## config.mk

```make
export PLATFORM = sky130hd
export DESIGN_NAME = nibble_logic_exec
export DESIGN_NICKNAME = d
export VERILOG_FILES = /design/src/rtl/nlx_pkg.sv /design/src/rtl/nlx_decode.sv /design/src/rtl/nlx_logic.sv /design/src/rtl/nlx_index.sv /design/src/rtl/nibble_logic_exec.sv
export SDC_FILE = /design/constraint.sdc
export NUM_CORES = 1
export LEC_CHECK = 0
export ABC_CLOCK_PERIOD_IN_PS = 6200
export BUFFER_PORTS_ARGS = -buffer_cell sky130_fd_sc_hd__buf_2
export CORE_MARGIN = 2
export CORE_UTILIZATION = 45
export CTS_CLUSTER_SIZE = 14
export DETAILED_ROUTE_END_ITERATION = 10
export PLACE_DENSITY = 0.7
export SYNTH_ARGS = -nofsm -noshare
export SYNTH_HDL_FRONTEND = slang
export SYNTH_SLANG_ARGS = --single-unit
```

## constraint.sdc

```tcl
create_clock -name clk -period 6.2 [get_ports clk]
set_input_delay 0.62 -clock clk [delete_from_list [all_inputs] [get_ports clk]]
set_output_delay 0.62 -clock clk [all_outputs]
set_load 0.1 [all_outputs]
```

## src/rtl/nlx_pkg.sv

```systemverilog
package nlx_pkg;

   localparam int NIB_W  = 4;
   localparam int INSN_W = 13;
   localparam int OFF_W  = 6;

   localparam int FLG_Z = 0;

   localparam logic [5:0] GRP_XOR = 6'b110111;
   localparam logic [5:0] GRP_BIT = 6'b110101;
   localparam logic [8:0] FLAG_XOR_HDR = 9'b100001010;

   typedef enum logic [2:0] {
      LOP_XOR,
      LOP_AND,
      LOP_CLR,
      LOP_SET,
      LOP_TST
   } lop_e;

   typedef enum logic [1:0] {
      OPD_A,
      OPD_B,
      OPD_IMM,
      OPD_MEM
   } src_e;

   typedef enum logic [1:0] {
      TGT_A,
      TGT_B,
      TGT_F,
      TGT_MEM
   } tgt_e;

   typedef struct packed {
      logic              legal;
      lop_e              op;
      tgt_e              tgt;
      src_e              src;
      logic              mem_use;
      logic              direct;
      logic              use_y;
      logic              post_inc;
      logic              two_cyc;
      logic [NIB_W-1:0]  imm;
      logic              page_hi;
      logic [OFF_W-1:0]  off;
   } dec_t;

endpackage

```

## src/rtl/nlx_decode.sv

```systemverilog
module nlx_decode
   import nlx_pkg::*;
(
   input  logic [INSN_W-1:0] insn,
   output dec_t              d
);

   always_comb begin
      d          = '0;
      d.op       = LOP_XOR;
      d.tgt      = TGT_A;
      d.src      = OPD_IMM;
      d.imm      = insn[3:0];
      d.page_hi  = insn[8];
      d.off      = insn[5:0];
      if (insn[12:7] == GRP_XOR || insn[12:7] == GRP_BIT) begin
         d.legal = 1'b1;
         d.op    = insn[8] ? LOP_XOR : LOP_AND;
         casez (insn[6:0])
            7'b10?????: begin
               d.tgt = insn[4] ? TGT_B : TGT_A;
               d.src = OPD_IMM;
            end
            7'b1110???: begin
               d.tgt = insn[2] ? TGT_B : TGT_A;
               d.src = insn[1] ? OPD_B : OPD_A;
            end
            7'b1100???: begin
               d.tgt      = insn[2] ? TGT_B : TGT_A;
               d.src      = OPD_MEM;
               d.mem_use  = 1'b1;
               d.use_y    = insn[1];
               d.post_inc = insn[0];
            end
            7'b1101???: begin
               d.tgt      = TGT_MEM;
               d.src      = insn[2] ? OPD_B : OPD_A;
               d.mem_use  = 1'b1;
               d.use_y    = insn[1];
               d.post_inc = insn[0];
            end
            7'b0??????: begin
               d.tgt      = TGT_MEM;
               d.src      = OPD_IMM;
               d.mem_use  = 1'b1;
               d.use_y    = insn[5];
               d.post_inc = insn[4];
            end
            default: d.legal = 1'b0;
         endcase
         d.two_cyc = d.legal && (d.tgt == TGT_MEM) && (d.op == LOP_XOR);
      end else if (insn[12:4] == FLAG_XOR_HDR) begin
         d.legal = 1'b1;
         d.tgt   = TGT_F;
         d.src   = OPD_IMM;
      end else if (insn[12:11] == 2'b10 && insn[10:9] != 2'b00) begin
         d.legal   = 1'b1;
         d.tgt     = TGT_MEM;
         d.src     = OPD_IMM;
         d.mem_use = 1'b1;
         d.direct  = 1'b1;
         d.imm     = NIB_W'(1) << insn[7:6];
         case (insn[10:9])
            2'b10:   d.op = LOP_CLR;
            2'b11:   d.op = LOP_SET;
            default: d.op = LOP_TST;
         endcase
         d.two_cyc = (d.op != LOP_TST);
      end
   end

endmodule

```

## src/rtl/nlx_logic.sv

```systemverilog
module nlx_logic
   import nlx_pkg::*;
#(
   parameter int W = 4
) (
   input  lop_e         op,
   input  logic [W-1:0] lhs,
   input  logic [W-1:0] rhs,
   output logic [W-1:0] res,
   output logic         zero
);

   if (W < 1) begin : g_bad_w
      $error("nlx_logic: W must be positive");
   end

   always_comb begin
      case (op)
         LOP_XOR: res = lhs ^ rhs;
         LOP_CLR: res = lhs & ~rhs;
         LOP_SET: res = lhs | rhs;
         default: res = lhs & rhs;
      endcase
   end

   assign zero = ~|res;

endmodule

```

## src/rtl/nlx_index.sv

```systemverilog
module nlx_index #(
   parameter int            AW   = 16,
   parameter logic [AW-1:0] INIT = '0
) (
   input  logic          clk,
   input  logic          rst_n,
   input  logic          inc,
   output logic [AW-1:0] value
);

   if (AW < 2) begin : g_bad_aw
      $error("nlx_index: AW too small");
   end

   always_ff @(posedge clk or negedge rst_n) begin
      if (!rst_n)   value <= INIT;
      else if (inc) value <= value + 1'b1;
   end

   AST_INC_STEP: assert property (@(posedge clk) disable iff (!rst_n)
      inc |=> value == $past(value) + 1'b1);
   AST_IDX_HOLD: assert property (@(posedge clk) disable iff (!rst_n)
      !inc |=> $stable(value));

endmodule

```

## src/rtl/nibble_logic_exec.sv

```systemverilog
module nibble_logic_exec
   import nlx_pkg::*;
#(
   parameter int              AW        = 16,
   parameter int              DW        = 4,
   parameter logic [AW-1:0]   X_INIT    = '0,
   parameter logic [AW-1:0]   Y_INIT    = '0,
   parameter logic [AW-9:0]   LOW_PAGE  = '0,
   parameter logic [AW-9:0]   HIGH_PAGE = '1
) (
   input  logic              clk,
   input  logic              rst_n,
   input  logic              instr_valid,
   input  logic [12:0]       instr,
   output logic              ready,
   output logic              done,
   output logic              illegal,
   output logic [AW-1:0]     mem_addr,
   input  logic [DW-1:0]     mem_rdata,
   output logic              mem_we,
   output logic [DW-1:0]     mem_wdata,
   output logic [DW-1:0]     reg_a,
   output logic [DW-1:0]     reg_b,
   output logic [DW-1:0]     reg_f,
   output logic [AW-1:0]     reg_x,
   output logic [AW-1:0]     reg_y
);

   localparam int N_IDX = 2;
   localparam int PAD_W = 8 - OFF_W;

   if (DW != NIB_W) begin : g_bad_dw
      $error("nibble_logic_exec: DW must equal the nibble width");
   end
   if (AW < 9) begin : g_bad_aw
      $error("nibble_logic_exec: AW must leave room for a page byte");
   end

   dec_t            d;
   logic            busy_q;
   logic            issue, ok, start, fin_one;
   logic [DW-1:0]   a_q, b_q, f_q;
   logic [DW-1:0]   lhs, rhs, res;
   logic            zero;
   logic [AW-1:0]   idx_val [N_IDX];
   logic [N_IDX-1:0] idx_inc, inc_q;
   logic [AW-1:0]   dir_addr, cur_addr, addr_q;
   logic [DW-1:0]   data_q;
   logic            z_q, zupd_q;

   nlx_decode i_dec (
      .insn (instr),
      .d    (d)
   );

   assign issue   = instr_valid && !busy_q;
   assign ok      = issue && d.legal;
   assign start   = ok && d.two_cyc;
   assign fin_one = ok && !d.two_cyc;

   // operand selection
   always_comb begin
      case (d.tgt)
         TGT_A:   lhs = a_q;
         TGT_B:   lhs = b_q;
         TGT_F:   lhs = f_q;
         default: lhs = mem_rdata;
      endcase
      case (d.src)
         OPD_A:   rhs = a_q;
         OPD_B:   rhs = b_q;
         OPD_MEM: rhs = mem_rdata;
         default: rhs = d.imm;
      endcase
   end

   nlx_logic #(.W(DW)) i_logic (
      .op   (d.op),
      .lhs  (lhs),
      .rhs  (rhs),
      .res  (res),
      .zero (zero)
   );

   // index registers, one slice per pointer
   for (genvar k = 0; k < N_IDX; k++) begin : g_idx
      localparam logic [AW-1:0] INIT_K = (k == 0) ? X_INIT : Y_INIT;
      logic sel_k;
      assign sel_k      = (d.use_y == (k == 1));
      assign idx_inc[k] = (fin_one && d.mem_use && d.post_inc && sel_k)
                        || (busy_q && inc_q[k]);
      nlx_index #(.AW(AW), .INIT(INIT_K)) i_index (
         .clk   (clk),
         .rst_n (rst_n),
         .inc   (idx_inc[k]),
         .value (idx_val[k])
      );
   end

   assign dir_addr = {(d.page_hi ? HIGH_PAGE : LOW_PAGE), {PAD_W{1'b0}}, d.off};
   assign cur_addr = d.direct ? dir_addr : (d.use_y ? idx_val[1] : idx_val[0]);

   // data and flag registers
   always_ff @(posedge clk or negedge rst_n) begin
      if (!rst_n) begin
         a_q <= '0;
         b_q <= '0;
         f_q <= '0;
      end else if (busy_q) begin
         if (zupd_q) f_q[FLG_Z] <= z_q;
      end else if (fin_one) begin
         if (d.tgt == TGT_F) begin
            f_q <= res;
         end else begin
            f_q[FLG_Z] <= zero;
            if (d.op == LOP_XOR && d.tgt == TGT_A) a_q <= res;
            if (d.op == LOP_XOR && d.tgt == TGT_B) b_q <= res;
         end
      end
   end

   // second-cycle write state
   always_ff @(posedge clk or negedge rst_n) begin
      if (!rst_n) begin
         busy_q <= 1'b0;
         addr_q <= '0;
         data_q <= '0;
         z_q    <= 1'b0;
         zupd_q <= 1'b0;
         inc_q  <= '0;
      end else begin
         busy_q <= start;
         if (start) begin
            addr_q <= cur_addr;
            data_q <= res;
            z_q    <= zero;
            zupd_q <= (d.op == LOP_XOR);
            inc_q  <= {d.post_inc && d.use_y, d.post_inc && !d.use_y};
         end
      end
   end

   assign ready     = !busy_q;
   assign done      = fin_one || busy_q;
   assign illegal   = issue && !d.legal;
   assign mem_we    = busy_q;
   assign mem_wdata = data_q;
   assign mem_addr  = busy_q ? addr_q : cur_addr;
   assign reg_a     = a_q;
   assign reg_b     = b_q;
   assign reg_f     = f_q;
   assign reg_x     = idx_val[0];
   assign reg_y     = idx_val[1];

   AST_BUSY_SINGLE: assert property (@(posedge clk) disable iff (!rst_n)
      busy_q |=> !busy_q);
   AST_WRITE_ADDR_KEPT: assert property (@(posedge clk) disable iff (!rst_n)
      mem_we |-> mem_addr == $past(cur_addr));
   AST_ILLEGAL_FREEZE: assert property (@(posedge clk) disable iff (!rst_n)
      illegal |=> ($stable(a_q) && $stable(b_q) && $stable(f_q)
                   && $stable(reg_x) && $stable(reg_y)));
   AST_ILLEGAL_NO_DONE: assert property (@(posedge clk) disable iff (!rst_n)
      illegal |-> !done && !mem_we);

endmodule

```

==> out/metrics.cfg <==
[outcome]
run_status = completed

[logic_synthesis]
ys_ff_latch = 69
yosys.area.top_type = sky130_fd_sc_hd__dfrtp_1
synth.avg_cell_area_um2 = 8.55
syn_warnings = 0
portion_of_the_post_synthesis_area_used_by_sequential_elements_pct = 40.5
ys_async_sr_fraction_pct = 100
synth_cell_types = 58
synth_largest_type_area_fraction_pct = 40.5
synth_edf_count = 0
postSynthCellCount = 499
syn_area_um2 = 4270
synth_ff_type = sky130_fd_sc_hd__dfrtp_1
synth_top_cells_by_area = sky130_fd_sc_hd__dfrtp_1, sky130_fd_sc_hd__nand2_1, sky130_fd_sc_hd__o21ai_0
synth_fp_nets = 525

[min_path]
timing.hold.worst.class = in -> async

[layout]
insertedDiodeCount = 0
post_route_cells_drive_above_1_share_pct = 25.2
layout.cells.most_common = sky130_fd_sc_hd__nand2_1
num-fill-cells = 889
layout.cells.most_common_list = sky130_fd_sc_hd__nand2_1, sky130_fd_sc_hd__buf_2, sky130_fd_sc_hd__dfrtp_1
flow.area_growth_from_synthesis_pct = 17.0
nets = 597
post-route-cell-area_um2 = 4990

[sta]
fmaxAchievable_mhz = 267
skew_ns = 0.0100
grt_setup_unrepaired = false
tightest_slew_ns = 1.18
slew_violations = 0
slew-limit-headroom_pct = 21.2
finalCriticalPeriod_ns = 3.74
setup_violations = 0
final.period_utilization_pct = 60.4
hold_violations = 0
fin_setup_tns_ns = 0

[setup_path]
path_buf_inv = 1
worstRegToRegCells = 8
critPathRequiredTime_ns = 6.46
critical_path_cell_count = 11
crit_path_arrival_time_ns = 4.00
crit_fanout = 30
crit_chain = buf_2 > nand2b_4 > nor2_2 > a21oi_1 > a21oi_2 > mux2i_1 > ha_1 > a21oi_1 > o31ai_1 > or4_1 > a31oi_1
critPathLaunchType = primary input
library_cell_appearing_most_often_on_the_critical_path = sky130_fd_sc_hd__a21oi_1
worstSetupPathType = in -> reg
critical_path.endpoint_type = flop
slowest_stage = sky130_fd_sc_hd__nor2_2
cp_top_family = simple AND/OR/NAND/NOR gates
worst_path_largest_cell_delay_ns = 0.89

[grt]
grt_overflow_total = 0
grt_pass1_vias = 3761
grt_max_degree = 70
antenna_found_initial = 0
first_pass_grt_wire_length_mm = 19.0
gr-usage-all-layers_pct = 23.6

[floorplan]
initial_utilization_pct = 46.2
core_um2 = 9240
die_wd_um = 101
number_of_primary_i_o_pins = 88
die_h_um = 101
die_area_um2 = 10300
rows = 35

[cts]
cts-root-to-sink-buffers = 2
source_to_sink_clock_delay_at_the_later_pin_of_the_worst_skew_pair_ns = 0.35
cts_hold_repair.buffers = 0
tritoncts_clock_tree = yes
cts_num_sinks = 69
cts-buffers-inserted = 9
number_of_resized_instances_in_the_post_cts_repair_step = 0
clock_tree.htree_level_count = 3
postCtsSetupBuffers = 0
cts.clk_slew.worst_paths_ns = 0.08
ctsRootBufferMaster = sky130_fd_sc_hd__clkbuf_8

[detailed_routing]
detail_route.vias_per_cell = 5.69
detail_route_antenna_nets = 0
routed_wire_length_per_instance_um = 16.9
number_of_drc_violations_after_detailed_routing_iteration_0 = 277
drcViolationCount = 0
via_count = 4010
postRouteWirelength_mm = 11.9
firstDrtPassIters = 5

[placement]
dpl-instance-area_um2 = 4760
buffer_ports.inserted = 87
total_half_perimeter_wirelength_after_legalization_and_detailed_placement_mm = 8.78
gp_routability_congestion = 0.892

[job]
drv_cap = 0

[power]
worst_ir_drop_vdd_mv = 0.381
cellPowerDensity_nw_per_um2 = 317
p_leak_uw = 0.00231

Yosys cell counts, drive strengths merged (2+ instances only):
library cell and n:
nand2 105, or2 2, dfrtp 69, a31oi 2, buf 11, inv 7
mux2i 8, xnor2 24, o21ai 46, a21boi 2, clkbuf 18, xor2 6
nor2b 3, a211oi 2, nand2b 6, o31ai 6, ha 6, nand4 13
nor2 36, nand3b 4, nand3 25, and3 8, o22a 2, a21oi 29
or4 2, a22oi 10, mux2 15, a31o 9, and4 5
layout make-up:
type                    count  area [µm²]  area share (%)
multi-input cells         393        2390            47.8
flip-flops and latches     69        1730            34.6
repair buffers             90         458            9.17
well taps                 129         161            3.23
clock buffers              10         138            2.76
clock inverters             6        93.8            1.88
inverters                   8        30.0           0.601
metal layers:
layer  global-route usage, %  vias to the layer above  share of wire [%]
li1                        -                     1912                  -
met1                    32.4                     1938                 44
met2                    39.0                      144                 50
met3                    3.11                       16                4.8
met4                    7.17                        0                1.1
met5                       0                        -                  0
report_power, final:
group          switching, µW  internal [µW]  leakage (µW)
clock network            183            240      0.000113
logic                    480            119       0.00128
registers               57.2            502      0.000915
total                    721            861       0.00231
flip-flops by register name (all words and copies together), names as in the netlist:
signal               cells
mem_we                   1
mem_wdata                4
addr_q                  16
reg_f                    4
reg_b                    4
g_idx.i_index.value     32
reg_a                    4
inc_q                    2
zupd_q                   1
z_q                      1
worst reg2reg max path, stage by stage, from the launching register on:
cell                       delay (ns)
sky130_fd_sc_hd__dfrtp_1         0.45
sky130_fd_sc_hd__a222oi_1        0.42
sky130_fd_sc_hd__nor2_1          0.10
sky130_fd_sc_hd__a21oi_1         0.22
sky130_fd_sc_hd__ha_1            0.28
sky130_fd_sc_hd__a21oi_1         0.12
sky130_fd_sc_hd__o31ai_1         0.15
sky130_fd_sc_hd__or4_1           0.55
sky130_fd_sc_hd__a31oi_1         0.19
logic make-up (layout without fill, tap and decap cells):
family	Yosys count	in the layout	share of synthesized area [%]
simple gates	218	218	25.4
compound gates	116	116	16.7
flops	69	69	40.5
buf+inv	37	114	3.69
xor+xnor	30	30	6.16
mux	23	23	5.83
fa+ha+maj	6	6	1.76
through the flow:
stage | power (µW) | setup WS, ns | utilization (%) | hold WS [ns] | instances
global route | 1650 | 2.28 | 54.0 | 0.510 | 705
CTS | 1590 | 2.49 | 54.0 | 0.486 | 705
floorplan | 1040 | 1.26 | - | 0.324 | 499
finish | 1580 | 2.46 | 54.0 | 0.465 | 705
global placement | 1160 | 2.30 | 51.5 | 0.455 | 689
detailed placement | 1160 | 2.17 | 51.5 | 0.464 | 689
path summary, 6_finish.rpt:
check	startpoint	slack, ns	endpoint
min reg2reg	addr_q[7]	0.48	addr_q[7]
max	instr[11]	2.46	reg_f[0]
min	rst_n	0.47	g_idx[1].i_index.value[9]
min in group clk	addr_q[7]	0.48	addr_q[7]
max reg2reg	reg_a[0]	3.65	reg_f[0]
max in group asynchronous	rst_n	5.14	reg_b[3]
(Power assumes the default switching activity.)
